**src/rtl/capreg_pkg.sv**
```systemverilog
package capreg_pkg;
  localparam int unsigned NCH    = 2;
  localparam int unsigned ADDR_W = 3;

  localparam logic [ADDR_W-1:0] A_STAT = 3'd0;
  localparam logic [ADDR_W-1:0] A_CTRL = 3'd1;

  // byte addresses of a channel's count / match halves
  function automatic logic [ADDR_W-1:0] lo_addr(input int unsigned ch);
    return ADDR_W'(2 + 2 * ch);
  endfunction

  function automatic logic [ADDR_W-1:0] hi_addr(input int unsigned ch);
    return ADDR_W'(3 + 2 * ch);
  endfunction

  // status byte layout
  function automatic logic [7:0] pack_status(input logic [1:0] st,
                                             input logic [1:0] sp,
                                             input logic [1:0] ro);
    return {st[1], sp[1], st[0], sp[0], ro[1], ro[0], 2'b00};
  endfunction

  // en: [3] ch2 start, [2] ch2 stop, [1] ch1 start, [0] ch1 stop
  function automatic logic irq_eval(input logic [1:0] st,
                                    input logic [1:0] sp,
                                    input logic [1:0] ro,
                                    input logic [3:0] en,
                                    input logic [1:0] prio);
    logic [3:0] ev;
    ev = {st[1], sp[1], st[0], sp[0]};
    return (prio != 2'b00) && ((|(ev & en)) || (|ro));
  endfunction
endpackage

```
**src/rtl/capreg_status.sv**
```systemverilog
module capreg_status
  import capreg_pkg::*;
(
  input  logic       clk,
  input  logic       rst_n,
  input  logic [1:0] ev_start,
  input  logic [1:0] ev_stop,
  input  logic [1:0] ev_roll,
  input  logic       rd_stat,
  input  logic       wr_stat,
  input  logic [5:0] wr_bits,   // bus bits 7:2
  input  logic [1:0] prio,
  output logic [7:0] stat_byte,
  output logic [1:0] cnt_clear,
  output logic       irq_req
);
  logic [1:0] start_q, stop_q, roll_q;
  logic [3:0] en_q;
  logic       flag_clear;
  logic [1:0] roll_clear;

  assign flag_clear = rd_stat;
  assign cnt_clear  = wr_stat ? wr_bits[1:0] : 2'b00;
  assign roll_clear = flag_clear ? 2'b11 : cnt_clear;

  always_ff @(posedge clk) begin
    if (!rst_n) begin
      start_q <= '0;
      stop_q  <= '0;
      roll_q  <= '0;
      en_q    <= '0;
    end else begin
      start_q <= ev_start | (flag_clear ? 2'b00 : start_q);
      stop_q  <= ev_stop  | (flag_clear ? 2'b00 : stop_q);
      roll_q  <= ev_roll  | (roll_q & ~roll_clear);
      if (wr_stat) en_q <= wr_bits[5:2];
    end
  end

  assign stat_byte = pack_status(start_q, stop_q, roll_q);
  assign irq_req   = irq_eval(start_q, stop_q, roll_q, en_q, prio);

  for (genvar i = 0; i < NCH; i++) begin : g_chk

    start_sets_chk: assert property (@(posedge clk) disable iff (!rst_n)
      ev_start[i] |=> start_q[i]);

    roll_sets_chk: assert property (@(posedge clk) disable iff (!rst_n)
      ev_roll[i] |=> roll_q[i]);

    read_clears_chk: assert property (@(posedge clk) disable iff (!rst_n)
      rd_stat && !ev_stop[i] |=> !stop_q[i]);

    cnt_reset_roll_chk: assert property (@(posedge clk) disable iff (!rst_n)
      cnt_clear[i] && !ev_roll[i] |=> !roll_q[i]);
  end


  irq_needs_prio_chk: assert property (@(posedge clk) disable iff (!rst_n)
    irq_req |-> prio != 2'b00);
endmodule

```
**src/rtl/capreg_ctrl.sv**
```systemverilog
module capreg_ctrl (
  input  logic       clk,
  input  logic       rst_n,
  input  logic       wr_ctrl,
  input  logic [1:0] wr_mode,   // bus bits 7:6
  input  logic [1:0] wr_prio,   // bus bits 1:0
  output logic [1:0] count_mode,
  output logic [1:0] prio,
  output logic [7:0] ctrl_byte
);
  always_ff @(posedge clk) begin
    if (!rst_n) begin
      count_mode <= '0;
      prio       <= '0;
    end else if (wr_ctrl) begin
      count_mode <= wr_mode;
      prio       <= wr_prio;
    end
  end

  assign ctrl_byte = {count_mode, 4'b0000, prio};


  ctrl_hold_chk: assert property (@(posedge clk) disable iff (!rst_n)
    !wr_ctrl |=> $stable(prio) && $stable(count_mode));
endmodule

```
**src/rtl/capreg_chan.sv**
```systemverilog
module capreg_chan #(
  parameter int unsigned BYTE_W = 8
) (
  input  logic                clk,
  input  logic                rst_n,
  input  logic                cap_load,
  input  logic [2*BYTE_W-1:0] cap_value,
  input  logic                rd_lo,
  input  logic                rd_hi,
  input  logic                wr_lo,
  input  logic                wr_hi,
  input  logic [BYTE_W-1:0]   wdata,
  output logic [BYTE_W-1:0]   lo_byte,
  output logic [BYTE_W-1:0]   hi_byte,
  output logic [2*BYTE_W-1:0] match
);
  localparam int unsigned CNT_W = 2 * BYTE_W;

  logic [CNT_W-1:0]  hold_q;
  logic [BYTE_W-1:0] msb_frz;
  logic              frz_q;

  always_ff @(posedge clk) begin
    if (!rst_n) begin
      hold_q  <= '0;
      msb_frz <= '0;
      frz_q   <= 1'b0;
      match   <= '0;
    end else begin
      if (rd_lo) begin
        msb_frz <= hold_q[CNT_W-1:BYTE_W];
        frz_q   <= 1'b1;
      end else if (rd_hi) begin
        frz_q   <= 1'b0;
      end
      if (cap_load) hold_q <= cap_value;
      if (wr_lo) match[BYTE_W-1:0]     <= wdata;
      if (wr_hi) match[CNT_W-1:BYTE_W] <= wdata;
    end
  end

  assign lo_byte = hold_q[BYTE_W-1:0];
  assign hi_byte = frz_q ? msb_frz : hold_q[CNT_W-1:BYTE_W];


  freeze_set_chk: assert property (@(posedge clk) disable iff (!rst_n)
    rd_lo |=> frz_q);

  freeze_stable_chk: assert property (@(posedge clk) disable iff (!rst_n)
    frz_q && !rd_lo |=> $stable(msb_frz));

  release_chk: assert property (@(posedge clk) disable iff (!rst_n)
    rd_hi && !rd_lo |=> !frz_q);

  match_lo_chk: assert property (@(posedge clk) disable iff (!rst_n)
    wr_lo |=> match[BYTE_W-1:0] == $past(wdata));
endmodule

```
**src/rtl/capture_reg_port.sv**
```systemverilog
module capture_reg_port
  import capreg_pkg::*;
#(
  parameter int unsigned BYTE_W = 8
) (
  input  logic                      clk,
  input  logic                      rst_n,
  input  logic [ADDR_W-1:0]         bus_addr,
  input  logic                      bus_rd,
  input  logic                      bus_wr,
  input  logic [BYTE_W-1:0]         bus_wdata,
  output logic [BYTE_W-1:0]         bus_rdata,
  input  logic [NCH-1:0]            ev_start,
  input  logic [NCH-1:0]            ev_stop,
  input  logic [NCH-1:0]            ev_roll,
  input  logic [NCH-1:0]            cap_load,
  input  logic [NCH*2*BYTE_W-1:0]   cap_value,
  output logic [NCH-1:0]            cnt_clear,
  output logic [NCH-1:0]            count_mode,
  output logic [NCH*2*BYTE_W-1:0]   match_value,
  output logic                      irq_req,
  output logic [1:0]                irq_level
);
  localparam int unsigned CNT_W = 2 * BYTE_W;

  logic              rd_eff;
  logic              rd_stat, wr_stat, wr_ctrl;
  logic [7:0]        stat_byte, ctrl_byte;
  logic [1:0]        prio;
  logic [BYTE_W-1:0] lo_byte [NCH];
  logic [BYTE_W-1:0] hi_byte [NCH];

  assign rd_eff  = bus_rd && !bus_wr;
  assign rd_stat = rd_eff && (bus_addr == A_STAT);
  assign wr_stat = bus_wr && (bus_addr == A_STAT);
  assign wr_ctrl = bus_wr && (bus_addr == A_CTRL);

  capreg_status u_status (
    .clk       (clk),
    .rst_n     (rst_n),
    .ev_start  (ev_start),
    .ev_stop   (ev_stop),
    .ev_roll   (ev_roll),
    .rd_stat   (rd_stat),
    .wr_stat   (wr_stat),
    .wr_bits   (bus_wdata[7:2]),
    .prio      (prio),
    .stat_byte (stat_byte),
    .cnt_clear (cnt_clear),
    .irq_req   (irq_req)
  );

  capreg_ctrl u_ctrl (
    .clk        (clk),
    .rst_n      (rst_n),
    .wr_ctrl    (wr_ctrl),
    .wr_mode    (bus_wdata[7:6]),
    .wr_prio    (bus_wdata[1:0]),
    .count_mode (count_mode),
    .prio       (prio),
    .ctrl_byte  (ctrl_byte)
  );

  assign irq_level = prio;

  for (genvar c = 0; c < NCH; c++) begin : g_ch
    logic sel_lo, sel_hi;
    assign sel_lo = (bus_addr == lo_addr(c));
    assign sel_hi = (bus_addr == hi_addr(c));

    capreg_chan #(.BYTE_W(BYTE_W)) u_chan (
      .clk       (clk),
      .rst_n     (rst_n),
      .cap_load  (cap_load[c]),
      .cap_value (cap_value[c*CNT_W +: CNT_W]),
      .rd_lo     (rd_eff && sel_lo),
      .rd_hi     (rd_eff && sel_hi),
      .wr_lo     (bus_wr && sel_lo),
      .wr_hi     (bus_wr && sel_hi),
      .wdata     (bus_wdata),
      .lo_byte   (lo_byte[c]),
      .hi_byte   (hi_byte[c]),
      .match     (match_value[c*CNT_W +: CNT_W])
    );
  end

  always_comb begin
    bus_rdata = '0;
    if (bus_addr == A_STAT) bus_rdata = BYTE_W'(stat_byte);
    if (bus_addr == A_CTRL) bus_rdata = BYTE_W'(ctrl_byte);
    for (int c = 0; c < NCH; c++) begin
      if (bus_addr == lo_addr(c)) bus_rdata = lo_byte[c];
      if (bus_addr == hi_addr(c)) bus_rdata = hi_byte[c];
    end
  end


  level_follows_chk: assert property (@(posedge clk) disable iff (!rst_n)
    wr_ctrl |=> irq_level == $past(bus_wdata[1:0]));

  clear_only_on_write_chk: assert property (@(posedge clk) disable iff (!rst_n)
    !bus_wr |-> cnt_clear == '0);
endmodule

```
**config.mk**
```make
export PLATFORM = sky130hd
export DESIGN_NAME = capture_reg_port
export DESIGN_NICKNAME = d
export VERILOG_FILES = /design/src/rtl/capreg_pkg.sv /design/src/rtl/capreg_status.sv /design/src/rtl/capreg_ctrl.sv /design/src/rtl/capreg_chan.sv /design/src/rtl/capture_reg_port.sv
export SDC_FILE = /design/constraint.sdc
export NUM_CORES = 1
export LEC_CHECK = 0
export BUFFER_PORTS_ARGS = -buffer_cell sky130_fd_sc_hd__buf_4
export CORE_MARGIN = 2
export CORE_UTILIZATION = 50
export CTS_CLUSTER_SIZE = 28
export DETAILED_ROUTE_END_ITERATION = 10
export PLACE_DENSITY_LB_ADDON = 0.2
export RECOVER_POWER = 100
export SLEW_MARGIN = 20
export SYNTH_ARGS = -nofsm -noshare
export SYNTH_HDL_FRONTEND = slang
export SYNTH_HIERARCHICAL = 1
export SYNTH_SLANG_ARGS = --single-unit
```
**constraint.sdc**
```tcl
create_clock -name clk -period 2.6 [get_ports clk]
set_clock_uncertainty 0.1 [all_clocks]
set_input_delay 0.52 -clock clk [delete_from_list [all_inputs] [get_ports clk]]
set_output_delay 0.52 -clock clk [all_outputs]
set_load 0.005 [all_outputs]
```
* Word level (Yosys, flattened, before mapping)
Cells that the tools add are included.
Storage, ports and cells: memories kept 0, bits in registers 96, logic and storage cells 64, latch bits 0, input port bits 55, memory bits (writable) 0, output and inout bits 47, memory bits (read-only) 0
Cells by class: add/subtract/negate cells 0, muxes and demuxes 16, bitwise operators 6, order comparisons 0, multiply operators 0, reductions and logical operators 21, divide/modulo/power cells 0, shift-type cells 0, equal/unequal tests 5
Operators with widths (count):
- 8-bit two-way mux | 8
- 1-bit logical AND | 13
- 2-bit two-way mux | 4
- 3-bit by 2-bit equality test with 1-bit output (second input constant) | 2
- 3-bit equality test (second input constant) | 2
- 2-bit OR | 3
- 2-bit nonzero test | 3
- 4-bit bitwise AND | 1
- 1-bit two-way mux | 4
- 4-bit OR reduction | 1
- 3-bit by 1-bit equality test with 1-bit output (second input constant) | 1
- 3-bit logical NOT | 1
- 2-bit bitwise AND | 1
- 2-bit NOT | 1
- 2-bit OR reduction | 1
- 1-bit logical NOT | 1
- 1-bit logical OR | 1

* Depth between registers and ports, before layout
Gate-level depths: netlist of run 1.
depth after elaboration 7, gate-level depth with buffers 7, mapped depth without buffers 5

* Hierarchy
The synthesis of run 1 kept the hierarchy.
By module, submodules not included:
- capreg_chan | area each 1706.6 sq um, cells each 149, instances 2, sequential area each 820.8 sq um
- capture_reg_port | area each 525.5 sq um, cells each 66, instances 1, sequential area each 0.0 sq um
- capreg_status | area each 427.9 sq um, cells each 41, instances 1, sequential area each 200.2 sq um
- capreg_ctrl | area each 220.2 sq um, cells each 22, instances 1, sequential area each 80.1 sq um

* Worst setup path before layout of run 1
Ideal clock, no wire load.
path kind input port to output port, start input bus_addr[0], end output cnt_clear[0], cell stages on the path 5, data required time 1980 ps, arrival time 1304 ps, buffers on the path 3, slack 676 ps, path through buf_6 > buf_2 > nor3_1 > buf_6 > and2_4
On the way: cells in the longest elaborated chain, start to end 3
Ends and longest elaborated chain:
- start, declared | RTL line capture_reg_port.sv:8 | input logic [ADDR_W-1:0] bus_addr,
- 3-bit logical NOT | RTL line capture_reg_port.sv:35 | assign wr_stat = bus_wr && (bus_addr == A_STAT);
- 1-bit logical AND | RTL line capture_reg_port.sv:35
- named net wr_stat | RTL line capture_reg_port.sv:27 | logic rd_stat, wr_stat, wr_ctrl;
- 2-bit two-way mux | RTL line capreg_status.sv:23 | assign cnt_clear = wr_stat ? wr_bits[1:0] : 2'b00;
- end, declared | RTL line capture_reg_port.sv:18 | output logic [NCH-1:0] cnt_clear,
The timed path passes the listed nets, and every way through them passes these cells.

==> summary.txt, run 1 <==
Clock network
  • TritonCTS clock tree: built
  • Clock Pin Slew Worst Setup and Hold Paths: 0.09 ns
  • Post-CTS Hold Fix Bufs: 0
  • Clk_lat worst skew: 0.35 ns
  • Clock buffer count from CTS: 9
  • CTS sink count: 96
  • Root Buffer: clkbuf_8
  • H-tree lvl count: 3
  • Max Buffers Root-to-Sink: 2

STA
  • Worst-Margin Slew: 1.45 ns
  • Max-Slew Margin vs Limit: 3.23%
  • Slew Viols, Final: 0
  • F_max: 416 MHz
  • Unrepaired setup endpoints after global routing: no
  • Final setup violation count: 0
  • Final period util: 92.4%
  • Final hold viol count: 0
  • Final min period: 2.40 ns
  • Setup_tns: 0 ns

Logic synthesis
  • Synth unique cells: 24
  • Synth Instances: 427
  • Share of Yosys cell area claimed by the top area cell type: 41.9%
  • Synth Area per Inst: 10.7 um2
  • Post-Syn Area: 4590 um2
  • Part of the Yosys area used for sequential elements: 41.9%
  • Top area cells in the synthesized netlist: dfxtp_1 (42%), mux2i_1 (24%), nor2b_1 (13%)
  • Post-synth top area cell: dfxtp_1
  • #FFs+latches synth: 96
  • Yosys warns: 6

Finish
  • Final Cell Area: 5310 um2
  • Ant. Diodes: 0
  • Fillers: 783
  • Share of cells above drive strength 1: 27.7%
  • Most frequent cells in the layout: mux2i_1 (112), dfxtp_1 (95), nor2b_1 (94)
  • Layout area overhead: 15.8%
  • Nets: 551
  • Leading cell type in the layout, fill and taps excluded: mux2i_1

Setup path
  • R2r startpoint: g_ch[0].u_chan/frz_q
  • CP max-delay cell: dfxtp_1
  • Crit path cell chain: mux2_2, mux2i_1, a221oi_1, buf_4
  • Crit path kind: flip-flop to output port
  • Worst Path Arrival: 1.78 ns
  • Worst Path Required: 1.98 ns
  • Crit-path max FO: 9
  • Reg2reg end: g_ch[0].u_chan/frz_q
  • Crit path largest cell delay: 0.56 ns
  • Startpoint Class: flip-flop
  • Flop-to-flop setup slack: 1.60 ns
  • CP endpoint kind: output port
  • Worst Reg-to-Reg Cells: 2

Pwr
  • Max IR drop VDD: 0.255 mV
  • Static leakage: 0.00214 uW
  • Pwr dens: 536 nW/um2

Place
  • Count of input and output buffers: 101
  • GPL Wtd Cong: 0.820
  • HPWL after DPL: 6690 um
  • Cell Area, Placed: 5140 um2

Global route
  • Largest net degree at the start of global routing: 97
  • First-pass GRT wire length: 14,700 um
  • Overall Global Routing Usage: 18.7%
  • GRT overflow: 0
  • Vias in the first global route: 2,951
  • Initial antenna violation count: 0

Routing
  • Pre-Repair DR Iteration Count: 4
  • Drt total wl: 9270 um
  • Post-route DRC: 0
  • Routed length per instance: 15.2 um
  • Vias: 3,035
  • Vias per inst: 4.98
  • 1st-iter DRT viols: 100
  • Routed Antenna Nets: 0

Floorplan
  • Initial Utilization: 52.1%
  • I/O pins: 102
  • Die Area: 9960 um2
  • Die extent in y: 99.8 um
  • Die Wd: 99.8 um
  • Core Area: 8810 um2
  • FP Rows: 34

Outcome
  • Status: complete, no violations

Hold path
  • Min-Delay Endpoint: u_status/roll_q[0]
  • Hold_sp: ev_roll[0]
  • Hold Crit Depth: 2
  • HP Class: input port to flip-flop

Flow run
  • Max-cap viol count: 0
[cell families after synthesis]
logic type / Yosys count / share of synthesized area (%)
AOI/OAI and AO/OA: 27 / 4.64
buffers and inverters: 56 / 9.30
DFF: 96 / 41.9
other: 2 / 0.164
and+or+nand+nor: 118 / 15.6
muxes: 128 / 28.4
[how the worst max path moves through the flow]
stage / cells past startpoint / from / to
6_report: 4 / g_ch[0].u_chan/frz_q / bus_rdata[0]
3_5_place_dp: 5 / bus_addr[0] / bus_rdata[3]
2_1_floorplan: 5 / bus_addr[0] / cnt_clear[0]
5_1_grt: 4 / g_ch[0].u_chan/frz_q / bus_rdata[3]
3_3_place_gp: 5 / bus_addr[0] / bus_rdata[0]
4_1_cts: 5 / g_ch[1].u_chan/frz_q / bus_rdata[3]
[per-layer routing]
layer  GRT usage (%)  share of wire, %
met5               0                 0
met4            6.01               1.2
met3            3.69               5.5
met2            29.9                45
met1            25.5                48
[critical path, delay by kind of cell (launching register included)]
kind            cells  cell delay, ns
compound gates      1            0.37
mux                 2            0.31
flops               1            0.56
buf+inv             1            0.19
[cells in the mapped netlist (all sizes together)]
| cell type | n |
|---|---|
| mux2i | 112 |
| dfxtp | 96 |
| nor2b | 94 |
| buf | 44 |
| mux2 | 16 |
| o21a | 16 |
| clkbuf | 12 |
| nor2 | 9 |
| a221oi | 8 |
| nor3 | 4 |
| nand2b | 3 |
| and2 | 2 |
| conb | 2 |
| nand2 | 2 |
| nor3b | 2 |
| a211oi | 1 |
| a21oi | 1 |
| a222oi | 1 |
| nand3b | 1 |
| or3b | 1 |
[registers in the layout, summed over array words and instances, names as in the netlist]
| register | flops |
|---|---|
| u_status/stop_q | 2 |
| g_ch.u_chan/frz_q | 2 |
| g_ch.u_chan/msb_frz | 16 |
| g_ch.u_chan/match | 32 |
| u_ctrl/prio | 2 |
| u_status/roll_q | 2 |
| g_ch.u_chan/hold_q | 32 |
| u_status/start_q | 2 |
| u_ctrl/count_mode | 2 |
| u_status/en_q | 4 |
[area by class of cell]
type                    instances  area, um2  area share, %
multi-input cells             279       2250           42.3
flip-flops and latches         96       1920           36.2
repair buffers                110        816           15.4
well taps                     108        135           2.54
clock buffers                  11        131           2.47
clock inverters                 5       57.6           1.08
[power by group]
group	switching, uW	total, uW	internal (uW)
clock network	497	941	444
logic	150	351	201
registers	37.5	1560	1520
[timing repair]
action | CTS | global route
endpoints found under the setup margin | 0 | 3
buffers inserted | 0 | 0
gates resized for setup | 0 | 1
[through the flow]
step / instances / hold slack (ns) / utilization, % / power (uW) / setup WS (ns)
2_1_floorplan: 431 / 0.377 / - / 1830 / 0.676
3_3_place_gp: 593 / 0.391 / 58.3 / 1940 / 0.264
3_5_place_dp: 593 / 0.402 / 58.3 / 1950 / 0.217
4_1_cts: 609 / 0.263 / 60.5 / 2890 / 0.0166
5_1_grt: 609 / 0.267 / 60.3 / 2980 / 0.0443
6_report: 609 / 0.277 / 60.3 / 2850 / 0.199
Note: power is estimated with default switching activity, not from simulation.
==> run 2, diff against run 1 <==
--- a/config.mk
+++ b/config.mk
@@ -7,7 +7,7 @@
 export LEC_CHECK = 0
 export BUFFER_PORTS_ARGS = -buffer_cell sky130_fd_sc_hd__buf_4
 export CORE_MARGIN = 2
-export CORE_UTILIZATION = 50
+export CORE_UTILIZATION = 39
 export CTS_CLUSTER_SIZE = 28
 export DETAILED_ROUTE_END_ITERATION = 10
 export PLACE_DENSITY_LB_ADDON = 0.2
==> run 2 against run 1 <==
The run now ends with capacitance limit, slew limit left. Wire length increased by 8.4%. Fmax is 1.1% higher. Power is 14% higher. Global-route usage is 2.6 points lower. Cell count is 5.7% higher. Worst hold slack improved by 0.017 ns. Clock power is 42% higher. Combinational power about the same. Non-clock buffer count unchanged. Count of clock-buffer cells in the layout is the same.
==> summary.txt, run 2 (synthesis results as in run 1) <==
STA
  • Setup_tns: 0 ns (unchanged)
  • Final hold viol count: 0 (unchanged)
  • Worst-Margin Slew: 1.51 ns (+0.0595 ns)
  • Final worst-path setup slack: 0.224 ns (+0.0250 ns)
  • Final min period: 2.38 ns (-0.0250 ns)
  • F_max: 421 MHz (+1.1%)
  • Slew Viols, Final: 97 (+97)
  • Max-Slew Margin vs Limit: -0.738% (-4.0 points)
  • Final setup violation count: 0 (unchanged)
  • Final period util: 91.4% (-0.96 points)
  • Unrepaired setup endpoints after global routing: no

Place
  • Post-place setup slack: 0.249 ns (+0.0321 ns)
  • Count of input and output buffers: 101 (unchanged)
  • Dpl cells: 628 (+5.9%)
  • GPL Wtd Cong: 0.730 (-11%)
  • HPWL after DPL: 7260 um (+8.5%)

Floorplan
  • Initial Utilization: 40.0% (-12 points)
  • Die Wd: 112 um (+13%)
  • Die extent in y: 112 um (+13%)
  • Die Area: 12,600 um2 (+27%)
  • Core Area: 11,500 um2 (+30%)
  • I/O pins: 102 (unchanged)
  • FP Rows: 39 (+15%)

Setup path
  • Worst Path Required: 1.98 ns (about the same)
  • Crit path kind: flip-flop to output port
  • Worst Path Arrival: 1.76 ns (-0.02 ns)
  • Startpoint Class: flip-flop
  • Crit-path max FO: 9 (unchanged)
  • CP endpoint kind: output port

Global route
  • Vias in the first global route: 2,991 (+1.4%)
  • Initial antenna violation count: 0 (unchanged)
  • First-pass GRT wire length: 15,900 um (+8.5%)
  • Overall Global Routing Usage: 16.0% (-2.6 points)
  • Largest net degree at the start of global routing: 97 (unchanged)
  • GRT overflow: 0 (unchanged)

Routing
  • Highest routed layer: met4
  • Pre-Repair DR Iteration Count: 4 (unchanged)
  • 1st-iter DRT viols: 130 (+30%)
  • Vias: 3,075 (+1.3%)
  • Metal-1 WL: 4680 um (+5.1%)
  • Drt total wl: 10,000 um (+8.4%)
  • Post-route DRC: 0 (unchanged)
  • Routed Antenna Nets: 0 (unchanged)
  • Met2 wire length: 4670 um (+11%)
  • Routed length per instance: 15.6 um (+2.5%)
  • Vias per inst: 4.77 (-4.2%)
  • WL met3: 601 um (+18%)

Clock network
  • TritonCTS clock tree: built
  • CTS sink count: 96 (unchanged)
  • Root Buffer: clkbuf_16
  • H-tree lvl count: 3 (unchanged)
  • Clock Pin Slew Worst Setup and Hold Paths: 0.06 ns (-0.03 ns)
  • Clk_lat worst skew: 0.33 ns (-0.02 ns)
  • Post-CTS setup buffers: 0 (unchanged)
  • Max Buffers Root-to-Sink: 2 (unchanged)
  • Clock buffer count from CTS: 9 (unchanged)

Finish
  • Final Non-Filler Cells: 644 (+5.7%)
  • Ant. Diodes: 0 (unchanged)
  • Layout area overhead: 19.3%
  • Largest regs: g_ch.u_chan/hold_q: 32 flops, g_ch.u_chan/match: 32 flops, g_ch.u_chan/msb_frz: 16 flops
  • Nets: 551 (unchanged)
  • Final Util: 47.7% (-13 points)
  • Most frequent cells in the layout: mux2i_1 (112), dfxtp_1 (95), nor2b_1 (94)
  • Share of cells above drive strength 1: 27.9% (+0.20 points)
  • Leading cell type in the layout, fill and taps excluded: mux2i_1
  • Fillers: 1,095 (+40%)

Hold path
  • HP Class: input port to flip-flop

Pwr
  • Max IR drop VDD: 0.333 mV (+30%)
  • Static leakage: 0.00220 uW (+2.6%)
  • Pwr dens: 595 nW/um2 (+11%)

Outcome
  • Violated checks: capacitance limit, slew limit
  • Status: complete, but fails checks

Flow run
  • Max-cap viol count: 1 (+1)
run 2: final timing paths:
path | slack (ns) | startpoint | cells after the start | endpoint
max | 0.22 | g_ch[0].u_chan/frz_q | 4 | bus_rdata[0]
min | 0.29 | ev_roll[0] | 2 | u_status/roll_q[0]
max reg2reg | 1.57 | g_ch[0].u_chan/frz_q | 2 | g_ch[0].u_chan/frz_q
min reg2reg | 0.42 | g_ch[1].u_chan/msb_frz[5] | 2 | g_ch[1].u_chan/msb_frz[5]
run 2: report_power, final:
part           switching, uW  internal, uW  total, uW
registers               39.3          1520       1560
logic                    153           201        354
clock network            544           794       1340
total                    737          2520       3250
run 2: what timing repair did:
action / in CTS / in global routing
hold buffers: 0 / 0
gates resized for setup: 0 / 1
setup endpoints to repair: 0 / 1
run 2: metrics by stage:
step | instance area, um2 | power [uW] | hold WS (ns)
6_report | 5470 | 3250 | 0.294
4_1_cts | 5490 | 3300 | 0.280
2_1_floorplan | 4600 | 1830 | 0.377
3_3_place_gp | 5180 | 1950 | 0.391
3_5_place_dp | 5180 | 1960 | 0.402
5_1_grt | 5470 | 3390 | 0.283
run 2: per-layer routing:
layer / GRT usage [%] / vias to the layer above
met2: 25.7 / 80
met1: 21.0 / 1425
met3: 4.43 / 8
li1: - / 1562
met4: 5.12 / 0
met5: 0 / -
run 2: area by class of cell:
type                       count  area [um2]  share of cell area [%]
clock inverter                 5        55.1                    1.01
multi-input combinational    279        2250                    41.1
clock buffer                  11         253                    4.62
tap                          143         179                    3.27
timing repair buffer         110         812                    14.8
sequential                    96        1920                    35.2
run 2: critical path, stage by stage (launching register included):
cell and delay, ns:
dfxtp_1 0.57, mux2_2 0.23, mux2i_1 0.06, a221oi_1 0.37
buf_4 0.18
==> run 3, diff against run 2 <==
--- a/config.mk
+++ b/config.mk
@@ -6,8 +6,10 @@
 export NUM_CORES = 1
 export LEC_CHECK = 0
 export BUFFER_PORTS_ARGS = -buffer_cell sky130_fd_sc_hd__buf_4
+export CELL_PAD_IN_SITES_DETAIL_PLACEMENT = 1
+export CELL_PAD_IN_SITES_GLOBAL_PLACEMENT = 1
 export CORE_MARGIN = 2
-export CORE_UTILIZATION = 39
+export CORE_UTILIZATION = 45
 export CTS_CLUSTER_SIZE = 28
 export DETAILED_ROUTE_END_ITERATION = 10
 export PLACE_DENSITY_LB_ADDON = 0.2
==> run 3 against run 2 <==
The run now ends clean. Final area down 2.2%. Fmax decreased by 3.9%. Largest cell class unchanged. Critical path type unchanged. Sequential share of layout area increased by 0.77 points. Non-clock buffer count is the same. Critical endpoint is now bus_rdata[2]. Utilization increased by 6.8 points. Cell count decreased by 1.9%.
==> summary.txt, run 3 (synthesis results as in run 1) <==
Floorplan
  • Die extent in y: 105 um (-6.7%)
  • I/O pins: 102 (unchanged)
  • FP Rows: 36 (-7.7%)
  • Die Area: 11,000 um2 (-13%)
  • Die Wd: 105 um (-6.7%)
  • Core Area: 9820 um2 (-14%)
  • Initial Utilization: 46.7% (+6.7 points)

STA
  • Final hold viol count: 0 (unchanged)
  • Max-Slew Margin vs Limit: 1.09% (+1.8 points)
  • Final worst-path setup slack: 0.129 ns (-0.0953 ns)
  • Final period util: 95.1% (+3.7 points)
  • Final min period: 2.47 ns (+0.0953 ns)
  • Setup_tns: 0 ns (unchanged)
  • Final setup violation count: 0 (unchanged)
  • Worst hold slack: 0.263 ns (-0.0305 ns)
  • Worst-Margin Slew: 1.48 ns (-0.0274 ns)
  • Unrepaired setup endpoints after global routing: no
  • F_max: 405 MHz (-3.9%)
  • Slew Viols, Final: 0 (-100%)

Pwr
  • Clock network power share: 36.8% (-4.3 points)
  • P_sw: 683 uW (-7.3%)
  • Comb power frac: 11.8% (+0.9 points)
  • Total internal power: 2350 uW (-6.7%)
  • Max IR drop VDD: 0.297 mV (-11%)
  • Pwr dens: 567 nW/um2 (-4.8%)
  • Switching share of power: 22.5% (-0.11 points)
  • Seq pwr share: 51.4% (+3.4 points)
  • Static leakage: 0.00214 uW (-2.6%)

Routing
  • 1st-iter DRT viols: 61 (-53%)
  • Drt total wl: 10,500 um (+4.3%)
  • Routed Antenna Nets: 0 (unchanged)
  • Vias: 3,128 (+1.7%)
  • Pre-Repair DR Iteration Count: 5 (+1)
  • Post-route DRC: 0 (unchanged)
  • Vias per inst: 4.95 (+3.7%)
  • Routed length per instance: 16.6 um (+6.2%)

Clock network
  • Clock Pin Slew Worst Setup and Hold Paths: 0.09 ns (+0.03 ns)
  • Post-CTS Hold Fix Bufs: 0 (unchanged)
  • Clk_lat worst skew: 0.36 ns (+0.03 ns)
  • Clock buffer count from CTS: 9 (unchanged)
  • CTS sink count: 96 (unchanged)
  • Max Buffers Root-to-Sink: 2 (unchanged)
  • H-tree lvl count: 3 (unchanged)
  • Post-CTS setup buffers: 0 (unchanged)
  • TritonCTS clock tree: built
  • Post-CTS resize count: 0 (unchanged)
  • Root Buffer: clkbuf_8

Place
  • Count of input and output buffers: 101 (unchanged)
  • Post-place setup slack: 0.270 ns (+0.0209 ns)
  • GPL Wtd Cong: 0.780 (+6.9%)
  • HPWL after DPL: 7680 um (+5.9%)
  • Dpl cells: 618 (-1.6%)

Setup path
  • Crit-path max FO: 9 (unchanged)
  • Worst setup path startpoint: g_ch[1].u_chan/frz_q
  • Crit path kind: flip-flop to output port
  • CP endpoint kind: output port
  • CP Buf/Inv Count: 1 (unchanged)
  • Reg2reg end: g_ch[0].u_chan/frz_q
  • Worst Path Required: 1.98 ns (about the same)
  • Worst Path Arrival: 1.85 ns (+0.09 ns)
  • Crit path largest cell delay: 0.54 ns (-0.03 ns)
  • Crit path cell chain: mux2_2, mux2i_1, o21a_1, a221oi_1, buf_4
  • Flop-to-flop setup slack: 1.58 ns (about the same)
  • CP top delay family: flip-flops
  • R2r startpoint: g_ch[0].u_chan/frz_q
  • Worst Reg-to-Reg Cells: 2 (unchanged)
  • Startpoint Class: flip-flop
  • CP max-delay cell: dfxtp_1

Global route
  • Overall Global Routing Usage: 19.2% (+3.2 points)
  • GRT Max-Usage Layer: met2
  • Met1 GRT Util: 22.9% (+1.9 points)
  • First-pass GRT wire length: 16,800 um (+5.8%)
  • Initial antenna violation count: 0 (unchanged)
  • M2 GR Usage: 34.0% (+8.3 points)
  • GRT overflow: 0 (unchanged)
  • GR Util met3: 4.87% (+0.44 points)
  • Largest net degree at the start of global routing: 97 (unchanged)
  • Vias in the first global route: 3,274 (+9.5%)

Finish
  • Share of cells above drive strength 1: 25.9% (-2.1 points)
  • Ant. Diodes: 0 (unchanged)
  • Layout area overhead: 16.6%
  • Fillers: 1,168 (+6.7%)
  • Leading cell type in the layout, fill and taps excluded: mux2i_1
  • Final Non-Filler Cells: 632 (-1.9%)
  • Most frequent cells in the layout: mux2i_1 (112), dfxtp_1 (96), nor2b_1 (94)
  • Nets: 551 (unchanged)
  • Largest regs: g_ch.u_chan/hold_q: 32 flops, g_ch.u_chan/match: 32 flops, g_ch.u_chan/msb_frz: 16 flops

Hold path
  • Hold_sp: ev_start[0]
  • Hold Crit Depth: 2 (unchanged)
  • HP Class: input port to flip-flop
  • Min-Delay Endpoint: u_status/start_q[0]

Outcome
  • Status: complete, no violations

Flow run
  • Max-cap viol count: 0 (-1)
-- run 3: cell count changes in the layout (fill, tap and decap cells not counted), moves of 2 or more --
cell,delta
clkbuf_16,-9
clkbuf_1,+7
clkbuf_8,+7
clkbuf_4,-6
bufinv_16,+2
clkinvlp_4,-2
-- run 3: how the worst max path moves through the flow --
| stage | endpoint | slack (ns) | depth (start not counted) |
|---|---|---|---|
| after floorplan | cnt_clear[0] | 0.68 | 5 |
| final | bus_rdata[2] | 0.13 | 5 |
| after CTS | bus_rdata[3] | 0.09 | 5 |
| after global placement | bus_rdata[2] | 0.28 | 5 |
| after global routing | bus_rdata[3] | 0.006 | 5 |
| after detailed placement | bus_rdata[2] | 0.27 | 5 |
-- run 3: layer usage --
| layer | wire length [um] | part of all wire (%) |
|---|---|---|
| met1 | 4580 | 44 |
| met2 | 5210 | 50 |
| met3 | 538 | 5.1 |
| met4 | 143 | 1.4 |
| met5 | 0 | 0 |
-- run 3: stage by stage --
step | total power (uW) | utilization, % | cell area, um2
floorplan | 1830 | - | 4600
global placement | 1950 | 52.6 | 5170
detailed placement | 1960 | 52.6 | 5170
CTS | 3060 | 54.9 | 5390
global route | 3160 | 54.5 | 5350
finish | 3030 | 54.5 | 5350
-- run 3: power by group through the flow --
| stage | Clock [uW] | Combinational (uW) | Sequential, uW |
|---|---|---|---|
| 2_1_floorplan | 0 | 254 | 1580 |
| 3_3_place_gp | 0 | 355 | 1590 |
| 3_5_place_dp | 0 | 364 | 1590 |
| 4_1_cts | 1140 | 366 | 1560 |
| 5_1_grt | 1200 | 391 | 1570 |
| 6_report | 1120 | 356 | 1560 |
-- run 3: cell type report --
cell class                      instances  area [um2]  share of cell area [%]
Sequential cell                        96        1920                    35.9
Clock buffer                           10         128                    2.39
Tap cell                              133         166                    3.11
Clock inverter                          4        95.1                    1.78
Timing Repair Buffer                  110         790                    14.8
Multi-Input combinational cell        279        2250                    42.0
